<file path="src/rtl/wdt_pkg.sv">
package wdt_pkg;

   typedef enum logic [1:0] {
      PER_LONG  = 2'b00,
      PER_MID   = 2'b01,
      PER_SHORT = 2'b10,
      PER_OFF   = 2'b11
   } period_e;

   typedef enum logic {
      ST_HOLD = 1'b0,
      ST_RUN  = 1'b1
   } wdt_state_e;

   function automatic int unsigned max3(input int unsigned a, input int unsigned b,
                                        input int unsigned c);
      int unsigned m;
      m = (a > b) ? a : b;
      return (m > c) ? m : c;
   endfunction

endpackage

</file>
<file path="src/rtl/wdt_limit_sel.sv">
module wdt_limit_sel
   import wdt_pkg::*;
#(
   parameter int unsigned LONG_TICKS  = 1400,
   parameter int unsigned MID_TICKS   = 600,
   parameter int unsigned SHORT_TICKS = 200,
   parameter int unsigned CW          = 11
) (
   input  logic [1:0]    code,
   output logic [CW-1:0] limit,
   output logic          enable
);

   localparam logic [CW-1:0] LIM_LONG  = CW'(LONG_TICKS);
   localparam logic [CW-1:0] LIM_MID   = CW'(MID_TICKS);
   localparam logic [CW-1:0] LIM_SHORT = CW'(SHORT_TICKS);

   generate
      if (LONG_TICKS < 1 || MID_TICKS < 1 || SHORT_TICKS < 1) begin : g_bad_zero
         $error("wdt_limit_sel: every timeout must be at least one tick");
      end
      if ((1 << CW) <= LONG_TICKS || (1 << CW) <= MID_TICKS || (1 << CW) <= SHORT_TICKS)
      begin : g_bad_width
         $error("wdt_limit_sel: CW too narrow for the timeouts");
      end
   endgenerate

   always_comb begin
      enable = 1'b1;
      unique case (period_e'(code))
         PER_LONG:  limit = LIM_LONG;
         PER_MID:   limit = LIM_MID;
         PER_SHORT: limit = LIM_SHORT;
         default: begin
            limit  = LIM_LONG;
            enable = 1'b0;
         end
      endcase
   end

endmodule

</file>
<file path="src/rtl/wdt_kick_counter.sv">
module wdt_kick_counter #(
   parameter int unsigned CW = 11
) (
   input  logic          clk,
   input  logic          arst_n,
   input  logic          run,
   input  logic          enable,
   input  logic          tick,
   input  logic          kick,
   input  logic [CW-1:0] limit,
   output logic          expire
);

   logic [CW-1:0] cnt_q;
   logic          at_end;

   assign at_end = (cnt_q == limit - 1'b1);
   assign expire = run && enable && tick && !kick && at_end;

   always_ff @(posedge clk or negedge arst_n) begin
      if (!arst_n) begin
         cnt_q <= '0;
      end else if (!run || !enable || kick || expire) begin
         cnt_q <= '0;
      end else if (tick) begin
         cnt_q <= cnt_q + 1'b1;
      end
   end

   p_count_bound_r1: assert property (@(posedge clk) disable iff (!arst_n)
      (run && enable) |-> (cnt_q < limit));

   p_off_no_expire_r4: assert property (@(posedge clk) disable iff (!arst_n)
      !enable |=> (cnt_q == '0));

   p_kick_clears_r5: assert property (@(posedge clk) disable iff (!arst_n)
      kick |=> (cnt_q == '0));

endmodule

</file>
<file path="src/rtl/wdt_hold_timer.sv">
module wdt_hold_timer #(
   parameter int unsigned HOLD_TICKS = 200,
   parameter int unsigned HW         = 8
) (
   input  logic clk,
   input  logic arst_n,
   input  logic active,
   input  logic restart,
   input  logic tick,
   output logic done
);

   localparam logic [HW-1:0] LAST = HW'(HOLD_TICKS - 1);

   logic [HW-1:0] hcnt_q;

   generate
      if (HOLD_TICKS < 1) begin : g_bad_hold
         $error("wdt_hold_timer: HOLD_TICKS must be at least one");
      end
   endgenerate

   assign done = active && !restart && tick && (hcnt_q == LAST);

   always_ff @(posedge clk or negedge arst_n) begin
      if (!arst_n) begin
         hcnt_q <= '0;
      end else if (!active || restart || done) begin
         hcnt_q <= '0;
      end else if (tick) begin
         hcnt_q <= hcnt_q + 1'b1;
      end
   end

   p_hold_bound_r6: assert property (@(posedge clk) disable iff (!arst_n)
      hcnt_q <= LAST);

   p_restart_clears_r7: assert property (@(posedge clk) disable iff (!arst_n)
      restart |=> (hcnt_q == '0));

endmodule

</file>
<file path="src/rtl/wdog_reset_top.sv">
module wdog_reset_top
   import wdt_pkg::*;
#(
   parameter int unsigned LONG_TICKS  = 1400,
   parameter int unsigned MID_TICKS   = 600,
   parameter int unsigned SHORT_TICKS = 200,
   parameter int unsigned HOLD_TICKS  = 200
) (
   input  logic       clk,
   input  logic       arst_n,
   input  logic       tick,
   input  logic       kick,
   input  logic [1:0] period_sel,
   input  logic       hold_req,
   output logic       rst_out,
   output logic       rst_out_n
);

   localparam int unsigned MAX_T = max3(LONG_TICKS, MID_TICKS, SHORT_TICKS);
   localparam int unsigned CW    = $clog2(MAX_T + 1);
   localparam int unsigned HW    = (HOLD_TICKS > 1) ? $clog2(HOLD_TICKS) : 1;

   wdt_state_e    state_q, state_d;
   logic          rst_q;
   logic [CW-1:0] limit;
   logic          enable;
   logic          expire;
   logic          hold_done;

   wdt_limit_sel #(
      .LONG_TICKS (LONG_TICKS),
      .MID_TICKS  (MID_TICKS),
      .SHORT_TICKS(SHORT_TICKS),
      .CW         (CW)
   ) u_limit (
      .code  (period_sel),
      .limit (limit),
      .enable(enable)
   );

   wdt_kick_counter #(
      .CW(CW)
   ) u_count (
      .clk   (clk),
      .arst_n(arst_n),
      .run   (state_q == ST_RUN),
      .enable(enable),
      .tick  (tick),
      .kick  (kick),
      .limit (limit),
      .expire(expire)
   );

   wdt_hold_timer #(
      .HOLD_TICKS(HOLD_TICKS),
      .HW        (HW)
   ) u_hold (
      .clk    (clk),
      .arst_n (arst_n),
      .active (state_q == ST_HOLD),
      .restart(hold_req),
      .tick   (tick),
      .done   (hold_done)
   );

   always_comb begin
      state_d = state_q;
      unique case (state_q)
         ST_HOLD: if (hold_done)          state_d = ST_RUN;
         default: if (hold_req || expire) state_d = ST_HOLD;
      endcase
   end

   always_ff @(posedge clk or negedge arst_n) begin
      if (!arst_n) begin
         state_q <= ST_HOLD;
         rst_q   <= 1'b1;
      end else begin
         state_q <= state_d;
         rst_q   <= (state_d == ST_HOLD);
      end
   end

   assign rst_out   = rst_q;
   assign rst_out_n = ~rst_q;

   p_off_never_expires_r4: assert property (@(posedge clk) disable iff (!arst_n)
      (period_sel == 2'b11) |-> !expire);

   p_hold_req_resets_r7: assert property (@(posedge clk) disable iff (!arst_n)
      hold_req |=> rst_out);

   p_timeout_resets_r8: assert property (@(posedge clk) disable iff (!arst_n)
      expire |=> rst_out);

   p_kick_wins_r10: assert property (@(posedge clk) disable iff (!arst_n)
      (kick && !rst_out && !hold_req) |=> !rst_out);

   p_hold_ignores_kick_r11: assert property (@(posedge clk) disable iff (!arst_n)
      (rst_out && !hold_done) |=> rst_out);

endmodule

</file>
<file path="config.mk">
export PLATFORM = sky130hd
export DESIGN_NAME = wdog_reset_top
export DESIGN_NICKNAME = d
export VERILOG_FILES = /design/src/rtl/wdt_pkg.sv /design/src/rtl/wdt_limit_sel.sv /design/src/rtl/wdt_kick_counter.sv /design/src/rtl/wdt_hold_timer.sv /design/src/rtl/wdog_reset_top.sv
export SDC_FILE = /design/constraint.sdc
export NUM_CORES = 1
export LEC_CHECK = 0
export CAP_MARGIN = 0
export CORE_MARGIN = 2
export CORE_UTILIZATION = 56
export DETAILED_ROUTE_END_ITERATION = 16
export GPL_TIMING_DRIVEN = 1
export PLACE_DENSITY = 0.77
export SLEW_MARGIN = 20
export SYNTH_ARGS = -nofsm -noshare
export SYNTH_HDL_FRONTEND = slang
export SYNTH_SLANG_ARGS = --single-unit
</file>
<file path="constraint.sdc">
create_clock -name clk -period 2.2 [get_ports clk]
set_input_delay 0.44 -clock clk [delete_from_list [all_inputs] [get_ports clk]]
set_output_delay 0.44 -clock clk [all_outputs]
set_load 0.05 [all_outputs]
</file>
==> results by group <==
Run status
  • Status: complete, no violations

Yosys
  • Yosys reg bits: 21
  • Sequential area share after synthesis: 46.7%
  • Syn Inst Count: about 110
  • Post-synth EDFFs: 0
  • Mapped Avg Cell Area: 9.90 um2
  • Synth top cells by count: 21 x nor2_1, 20 x dfrtp_1, 12 x xnor2_1
  • YS warnings: 0
  • Synth unique cells: 23
  • Top-area cell type share of the netlist area: 44.3%
  • Ys flop type: dfrtp_1
  • Post-synth design cell area: 1130 um2
  • Synthesized Nets: 127
  • Share of synthesized registers carrying an async set or reset: 100%
  • Leading post-synthesis cells by cell area: dfrtp_1 44%, xnor2_1 9.3%, nor2_1 7.0%
  • Most numerous cell in the Yosys netlist: nor2_1
  • Synth area leader: dfrtp_1

Placement
  • Gpl congestion: 0.804
  • DP Area: 1270 um2
  • Placed cells: 152
  • DP Wirelength: 1540 um
  • I/O Buffers: 8

Route
  • Total wire length: 2120 um
  • DR vias: 831
  • Detail Route met3 WL: 94 um
  • Initial DRC count: 20
  • Top sig layer: met4
  • DRC viols: 0
  • Metal2 WL: approximately 1000 um
  • Routed vias/inst: approximately 5.3
  • ANT nets after route: 0
  • Routed wire length per instance: 13.5 um
  • Iteration count of the initial detailed-routing pass: 4
  • DRT met1 WL: just under 1000 um

Setup path
  • Reg2Reg Depth: 6
  • CP arrival: ~2.4 ns
  • Critical Path End Type: flip-flop
  • Reg-to-reg endpoint: u_count.cnt_q[1]
  • Reg2Reg Setup Slack: 0.42 ns
  • FF-to-FF Start: u_count.cnt_q[0]
  • CP Max Fanout: 5
  • CP Launch Type: input port
  • CP Data Required Time: 2.40 ns
  • Critical Setup Path Class: input port to flip-flop

Timing
  • Max_slew headroom: 63.9%
  • Final Max Tran Viols: 0
  • WHS: ~0.48 ns
  • Final Hold Vio Count: 0
  • Layout Skew: 0.00138 ns
  • RSZ-0062 raised after global routing: no
  • Slew at the pin closest to its max-slew limit: 0.540 ns
  • Clock period minus worst slack: 2.15 ns
  • # setup viols final: 0
  • Final period util: 97.8%
  • FMAX: 465 MHz

Pwr
  • Leakage power: 0.000548 uW
  • Switch share: 22.9%
  • Sequential Power Share: 62.3%
  • Largest vdd supply drop: 0.429 mV
  • Internal Power: about 490 uW
  • Psw: 145 uW
  • Power Density: 478 nW/um2
  • Combinational share of power: 9.3%
  • Clk network pwr share: 28.5%

Cells and area
  • Area Growth Syn to Fin: 17.3%
  • Non-Filler Instances: approximately 160
  • Layout cells sized above 1: 12.3%
  • NumNets Final: approximately 140
  • Ant diodes: 0
  • Final Instance Area: between 1000 and 1500 um2

Floorplanning
  • Core Area: 1920 um2
  • FP Rows: 16
  • Die Height: 48.9 um
  • IO Count: 9
  • Die Area: approximately 2400 um2
  • Die width: 48.9 um
  • Initial core utilization: 58.7%

Clocking
  • Htree depth: 1
  • Root buffer cell: clkbuf_4
  • Clock sinks: 21
  • CTS tree: built
  • Num CTS Buffers: 3
  • CTS clk-pin slew, worst paths: 0.11 ns
  • Skew-Pair Late Insertion Delay: 0.30 ns
  • CTS max path bufs: 2

Job
  • Max-cap violation count: 0

Global routing
  • GR Overflow Total: 0
  • Vias in the first global route: 866
  • First-pass GRT wire length: 3720 um
  • Gr usage total: 20.2%
  • Pin count of the biggest net entering global routing: 14
  • Initial antenna violation count: 0

Min path
  • HP Class: input port to asynchronous set/reset pin
-- layer usage --
layer / track usage [%] / up-vias
li1: - / 420
met1: 25.9 / 390
met2: 34.0 / 17
met3: 3.68 / 4
met4: 7.62 / 0
met5: 0 / -
-- layout by cell type (no fill, tap or decap), drive strengths merged --
cell	instances
nor2	21
nand2	10
nor4	2
o211ai	1
and3	2
inv	4
dfrtp	20
nand4	7
o41ai	1
clkdlybuf4s50	8
mux2i	2
nor3	8
nand3	2
a221o	1
clkbuf	4
buf	7
nor4b	1
xnor2	12
and4	1
xor2	8
a221oi	1
ha	6
dfstp	1
-- timing repair --
action	CTS	global route
setup buffers	0	0
resized for setup	0	4
hold buffers	0	0
setup endpoints to repair	0	13
-- cell families (layout without fill, tap and decap cells) --
logic type                 Yosys count  count (layout)  synth area share [%]
muxes                                2               2                  1.77
and+or+nand+nor                     54              54                  22.5
buffers and inverters                7              23                  3.10
AOI/OAI and AO/OA                    4               4                  3.77
DFF                                 21              21                  46.7
xor gates and xnor gates            20              20                  15.5
adders and majority gates            6               6                  6.65
-- worst max-delay path, stage by stage --
cell and delay [ns]:
clkdlybuf4s50_1 0.52, buf_4 0.14, inv_1 0.04, ha_1 0.18, xnor2_1 0.18, nand2_1 0.14
o41ai_2 0.41, buf_2 0.23, nor2_1 0.06
-- power by group through the flow --
stage	clock network (uW)	registers [uW]	logic (uW)
floorplan	0	401	24.0
global placement	0	401	52.7
detailed placement	0	402	55.5
CTS	188	394	55.8
global route	205	395	67.2
finish	180	394	58.8
-- cell type report --
class / count / area [um2]
repair buffers: 15 / 130
flip-flops and latches: 21 / 527
inverters: 4 / 15.0
fillers: 179 / 598
clock buffers: 4 / 26.3
multi-input cells: 86 / 592
well taps: 27 / 33.8
-- metrics by stage --
stage	setup slack [ns]	power, uW	util (%)	TNS, ns
finish	0.0491	633	68.9	0
global route	0.00255	668	68.9	0
CTS	0.0413	638	67.3	0
detailed placement	-0.298	457	66.0	-3.78
global placement	-0.132	454	66.0	-1.58
floorplan	0.375	425	-	0
-- worst max-delay path by stage --
stage / startpoint / endpoint / slack [ns] / cells after the start
6_report: period_sel[1] / u_count.cnt_q[1] / 0.05 / 9
5_1_grt: period_sel[1] / u_count.cnt_q[1] / 0.003 / 9
4_1_cts: period_sel[0] / u_count.cnt_q[2] / 0.04 / 8
3_5_place_dp: period_sel[0] / u_count.cnt_q[2] / -0.30 / 8
3_3_place_gp: period_sel[0] / u_count.cnt_q[5] / -0.13 / 8
2_1_floorplan: period_sel[0] / u_count.cnt_q[10] / 0.37 / 7
-- flip-flops by register name (all words and copies together), names as in the netlist --
| signal | count |
|---|---|
| u_hold.hcnt_q | 8 |
| rst_out | 1 |
| state_q | 1 |
| u_count.cnt_q | 11 |
No activity file was read; power rests on OpenSTA's default activity.
